**src/rtl/cart_bank_xlate.sv**
```systemverilog
module cart_bank_xlate #(
  parameter int OUT_W = 2
) (
  input  logic              clk,
  input  logic              rst_n,
  input  logic              cpu_wr,
  input  logic [15:0]       cpu_addr,
  input  logic [7:0]        cpu_din,
  input  logic [12:0]       ppu_addr,
  output logic [OUT_W+16:0] prg_addr,
  output logic [OUT_W+16:0] chr_addr
);
  localparam int PB = 4;
  localparam int CB = 7;

  logic [7:0]       idx;
  logic [OUT_W-1:0] outer;
  logic [7:0]       creg [8];
  logic [PB-1:0]    xprg [4];
  logic [CB-1:0]    xchr [8];
  logic [2:0]       lat;

  wire sel_hit = cpu_wr && ((cpu_addr & 16'hE003) == 16'h8000 || (cpu_addr & 16'hE003) == 16'h8002);
  wire dat_hit = cpu_wr && (cpu_addr & 16'hE003) == 16'h8001;
  wire o0_hit  = cpu_wr && (cpu_addr & 16'h5003) == 16'h5002;
  wire o1_hit  = cpu_wr && (cpu_addr & 16'h5003) == 16'h5003;

  wire [4:0] tgt   = idx[4:0];
  wire       ext   = idx[5];
  wire       x_prg = tgt >= 5'd3 && tgt <= 5'd6;
  wire       x_lat = tgt >= 5'd8 && !tgt[0];
  wire       x_lo  = tgt[4:3] == 2'b01 && tgt[0];
  wire       x_hi  = tgt[4] && tgt[0];
  wire [2:0] pslot = 3'd6 - tgt[2:0];
  wire [CB-1:0] base = cpu_din[7:1] | {lat, 4'b0000};

  always_ff @(posedge clk) begin
    if (!rst_n) begin
      idx   <= '0;
      outer <= '1;
      lat   <= '0;
      for (int i = 0; i < 8; i++) begin
        creg[i] <= (i == 7) ? 8'd1 : 8'd0;
        xchr[i] <= (i == 1 || i == 3) ? CB'(1) : '0;
      end
      xprg[0] <= 4'd0;
      xprg[1] <= 4'd1;
      xprg[2] <= 4'd14;
      xprg[3] <= 4'd15;
    end else begin
      if (sel_hit) idx <= cpu_din;
      if (o0_hit) outer[0] <= cpu_din[0];
      if (o1_hit) outer[1] <= cpu_din[5];
      if (dat_hit) begin
        if (!ext) creg[tgt[2:0]] <= cpu_din;
        else if (x_prg) xprg[pslot[1:0]] <= {cpu_din[2], cpu_din[3], cpu_din[4], cpu_din[5]};
        else if (x_lat) lat <= cpu_din[2:0];
        else if (x_lo) xchr[{1'b0, tgt[2:1]}] <= base | {6'b0, tgt[1]};
        else if (x_hi) xchr[{1'b1, tgt[3:2]}] <= base;
      end
    end
  end

  logic [PB-1:0] c_pbank;
  logic [CB-1:0] c_cbank;
  wire  [1:0]    ps  = cpu_addr[14:13];
  wire           a12 = ppu_addr[12] ^ idx[7];
  wire  [2:0]    hi_reg = {1'b0, ppu_addr[11:10]} + 3'd2;

  always_comb begin
    case (ps)
      2'd0:    c_pbank = idx[6] ? 4'd14 : creg[6][PB-1:0];
      2'd1:    c_pbank = creg[7][PB-1:0];
      2'd2:    c_pbank = idx[6] ? creg[6][PB-1:0] : 4'd14;
      default: c_pbank = 4'd15;
    endcase
    if (!a12) c_cbank = {creg[{2'b00, ppu_addr[11]}][CB-1:1], ppu_addr[10]};
    else      c_cbank = creg[hi_reg][CB-1:0];
  end

  wire [PB-1:0] pbank = ext ? xprg[ps] : c_pbank;
  wire [CB-1:0] cbank = ext ? xchr[ppu_addr[12:10]] : c_cbank;

  assign prg_addr = {outer, pbank, cpu_addr[12:0]};
  assign chr_addr = {outer, cbank, ppu_addr[9:0]};

  assert_outer_lo_R10: assert property (@(posedge clk) disable iff (!rst_n)
    o0_hit |=> prg_addr[17] == $past(cpu_din[0]));
  assert_outer_hi_R10: assert property (@(posedge clk) disable iff (!rst_n)
    o1_hit |=> chr_addr[18] == $past(cpu_din[5]));
  assert_top_fixed_R4: assert property (@(posedge clk) disable iff (!rst_n)
    (!ext && ps == 2'd3) |-> prg_addr[16:13] == 4'hF);
  assert_odd_lsb_R8: assert property (@(posedge clk) disable iff (!rst_n)
    (ext && !ppu_addr[12] && ppu_addr[10]) |-> chr_addr[10]);
  assert_offset_R11: assert property (@(posedge clk) disable iff (!rst_n)
    prg_addr[12:0] == cpu_addr[12:0] && chr_addr[9:0] == ppu_addr[9:0]);
  assert_quiet_R12: assert property (@(posedge clk) disable iff (!rst_n)
    (!$past(cpu_wr) && $stable(cpu_addr) && $stable(ppu_addr)) |-> ($stable(prg_addr) && $stable(chr_addr)));
endmodule

```
**config.mk**
```make
export PLATFORM = sky130hd
export DESIGN_NAME = cart_bank_xlate
export DESIGN_NICKNAME = d
export VERILOG_FILES = /design/src/rtl/cart_bank_xlate.sv
export SDC_FILE = /design/constraint.sdc
export NUM_CORES = 1
export LEC_CHECK = 0
export ABC_AREA = 1
export BUFFER_PORTS_ARGS = -buffer_cell sky130_fd_sc_hd__buf_2
export CAP_MARGIN = 40
export CORE_UTILIZATION = 35
export CTS_BUF_LIST = sky130_fd_sc_hd__clkbuf_4 sky130_fd_sc_hd__clkbuf_8 sky130_fd_sc_hd__clkbuf_16
export DETAILED_ROUTE_END_ITERATION = 12
export PLACE_DENSITY = 0.57
export SETUP_SLACK_MARGIN = 0.3
export SYNTH_ARGS = -nofsm -noshare
export SYNTH_HDL_FRONTEND = slang
export SYNTH_SLANG_ARGS = --single-unit
```
**constraint.sdc**
```tcl
create_clock -name clk -period 2 [get_ports clk]
set_input_delay 0.4 -clock clk [delete_from_list [all_inputs] [get_ports clk]]
set_output_delay 0.4 -clock clk [all_outputs]
set_load 0.05 [all_outputs]
```
==> impl_metrics.tcl <==
set metrics [dict create \
    wl_um 17560 \
    initial_core_util 0.3587 \
    end_kind "output port" \
    insertion_delay_ns 0.42 \
    skew_ns 0.01086 \
    numCtsBuffers 17 \
    power_mw 7.078 \
    startpoint_type "flop" \
    fin_crit_sh 1.030 \
    path_clk_slew_ns 0.06 \
    yosysSeqAreaShare 0.5975 \
    fp-row-count 49 \
    synthCells 673 \
    grt_pass1_wl_um 26420 \
    post_drt_wl_per_cell_um 17.88 \
    drtPass1Iterations 4 \
    cts.htree.levels 4 \
    layout_setup_ws_ns -0.06085 \
    arrival_ns 1.66 \
    ys_types 31 \
    fmax_ghz 0.4852 \
    dp_slack_ns -0.2172 \
    drtIter0Drc 427 \
    status "finished, violations left" \
    p_per_area_nw_per_um2 807.6 \
    power.leakage_nw 3.336 \
    path_max_fanout 1 \
    maxSlewHeadroom 0.5203 \
    syn2layout_area_growth_pct 35.55 \
    root_buffer "clkbuf_16" \
    dieArea_um2 19020 \
    die_w_um 137.9 \
    worstPathCellList "nor2_1 -> nor2_1 -> o21ai_1 -> o211ai_1 -> nand3_1 -> nand2_4 -> buf_8" \
    coreArea_um2 18020 \
    antennaDiodeCount 0 \
    ios 78 \
    violations "negative setup slack" \
    maxCapViolCount 0 \
    criticalPathCategory "flop to output port" \
    period_needed_ns 2.061 \
    peakVddDrop_mv 0.6704 \
    grt_pass1_vias 4878 \
    min_path_type "input port to flop" \
    avgSynthCellArea_um2 9.608 \
    clk_path_buf_depth 2 \
    place_congestion 0.9147 \
    clock_sinks 133 \
    layout-drive-gt1-share 0.3679 \
    fin_nets 782 \
    rsz0062_at_grt "true" \
    vias_per_cell 5.217 \
    cp_top_family "simple AND/OR/NAND/NOR gates" \
    crit_required_ns 1.60 \
    ys_seq_elements 133 \
    antenna_left 0 \
    grt_overflow 0 \
    antenna_found_initial 0 \
    crit_buf_inv 1 \
    cts_tree "done" \
    critPathMaxStageDelay_ns 0.38 \
    hold_buffers 0 \
    setup_viol 5 \
    drc 0 \
    hold_viol 0 \
    grt_max_degree 31 \
    cpMostUsedCell "nor2_1" \
    drv_slew 0 \
    ys_warn_count 0 \
    grt_usage 0.1912 \
    dp_hpwl_um 12140 \
    vias 5123 \
    portBuffers 37 \
    cp_slowest_cell "edfxtp_1" \
    die_h_um 137.9 \
    utilization 0.4863 \
    syn_area_um2 6466 \
    tightest_slew_ns 0.7188 \
]
==> cell type report <==
| type | instances | area [µm²] |
|---|---|---|
| fillers | 1612 | 9260 |
| flip-flops and latches | 133 | 3881 |
| multi-input cells | 451 | 2900 |
| repair buffers | 106 | 977.2 |
| clock buffers | 18 | 432.9 |
| well taps | 229 | 286.5 |
| clock inverters | 14 | 161.4 |
| inverters | 31 | 125.1 |
==> worst min-delay path, cell delays in order <==
cell	delay [ns]
buf_2	0.11
nand3_1	0.08
a21oi_1	0.06
==> where the power goes <==
group          switching (mW)  internal, mW
combinational           0.532         0.269
sequential             0.0337          3.10
clock                    1.19          1.96
total                    1.75          5.33
==> worst paths after layout <==
path | startpoint | depth (start not counted) | endpoint | slack [ns]
hold reg to reg | lat[1]$_SDFFE_PN0P_ | 2 | lat[1]$_SDFFE_PN0P_ | 0.47
setup reg to reg | idx[0]$_SDFFE_PN0P_ | 9 | xchr[7][3]$_SDFFCE_PN0P_ | 0.20
setup / recovery | xchr[0][4]$_SDFFCE_PN0P_ | 7 | chr_addr[14] | -0.06
hold / removal | cpu_din[4] | 3 | idx[4]$_SDFFE_PN0P_ | 0.27
==> kinds of logic (layout without fill, tap and decap cells) <==
logic type,count (synthesis),after routing,synth area share
and+or+nand+nor,339,339,0.2339
DFF,133,133,0.5975
AOI/OAI and AO/OA,107,107,0.09307
buffers and inverters,90,169,0.06966
adders and majority gates,2,2,0.003869
other,1,2,0.0005799
xor gates and xnor gates,1,1,0.001355
==> per-stage QoR <==
stage          setup TNS [ns]  hold slack [ns]  cells  instance area, µm²
4_1_cts               -0.2998           0.2578    977                8193
6_report              -0.1939           0.2727    982                8765
3_5_place_dp           -1.296           0.4724    939                7303
3_3_place_gp          -0.8356           0.4681    939                7303
2_1_floorplan               0           0.4558    674                6711
5_1_grt               -0.7514           0.2916    982                8765
==> cells in the mapped netlist <==
cell	number	share of area
and2_1	1	0.00097
buf_4	26	0.030
nor2_2	2	0.0019
o211ai_1	16	0.019
o22ai_1	6	0.0058
nand4_2	1	0.0019
o21ai_0	63	0.049
nand3_2	4	0.0062
o22a_1	2	0.0027
nand2_1	88	0.051
clkinv_1	1	0.00058
inv_1	27	0.016
clkbuf_1	26	0.015
conb_1	1	0.00058
nor2_1	193	0.11
nand4_1	11	0.011
dfxtp_1	13	0.040
nand2_2	2	0.0019
nand3_1	22	0.017
inv_2	3	0.0017
nand2_4	10	0.017
buf_2	6	0.0046
ha_1	2	0.0039
a31oi_1	6	0.0058
nor2_4	2	0.0035
edfxtp_1	120	0.56
xnor2_1	1	0.0014
a22o_1	1	0.0014
buf_6	1	0.0017
a21oi_1	13	0.010
nor2_8	3	0.0093
==> layer usage <==
metal / track usage / vias to the layer above / part of all wire
li1: - / 2414 / -
met3: 0.04715 / 29 / 0.059
met2: 0.3039 / 167 / 0.47
met1: 0.2536 / 2513 / 0.45
met4: 0.06582 / 0 / 0.017
met5: 0 / - / 0
==> registers in the layout (all words and copies together) (netlist names) <==
| name | flops |
|---|---|
| xchr | 56 |
| outer | 2 |
| xprg | 16 |
| idx | 8 |
| lat | 3 |
| creg | 48 |
==> cells in the final DEF (no fill, tap or decap), types with 3 or more instances in the layout <==
cell,netlist,final
nand3_2,4,4
clkinv_4,0,3
o21ai_1,0,23
clkinv_2,0,3
nand3_4,0,11
o21ai_0,63,34
buf_6,1,13
dfxtp_1,13,7
clkbuf_16,0,18
clkinvlp_4,0,4
o211ai_1,16,16
nand2_8,0,4
clkinv_1,1,3
nand4_1,11,11
a21oi_1,13,11
nor2_1,193,137
a31oi_1,6,4
bufinv_16,0,3
o22ai_1,6,6
nand2_2,2,7
nor2_4,2,41
nand3_1,22,11
inv_1,27,22
o21ai_2,0,6
nand2_1,88,66
nor2_2,2,19
buf_12,0,9
edfxtp_1,120,120
buf_2,6,26
buf_4,26,48
buf_8,0,9
inv_2,3,6
dfxtp_4,0,4
nor2_8,3,3
nand2_4,10,23
==> what timing repair did <==
item / CTS / global route
endpoints found under the hold margin: 0 / 0
pin swaps: 28 / 56
setup endpoints to repair: 142 / 123
setup buffers: 6 / 3
gates resized for setup: 81 / 139
cloned: 0 / 2
Note: power is estimated with default switching activity, not from simulation.
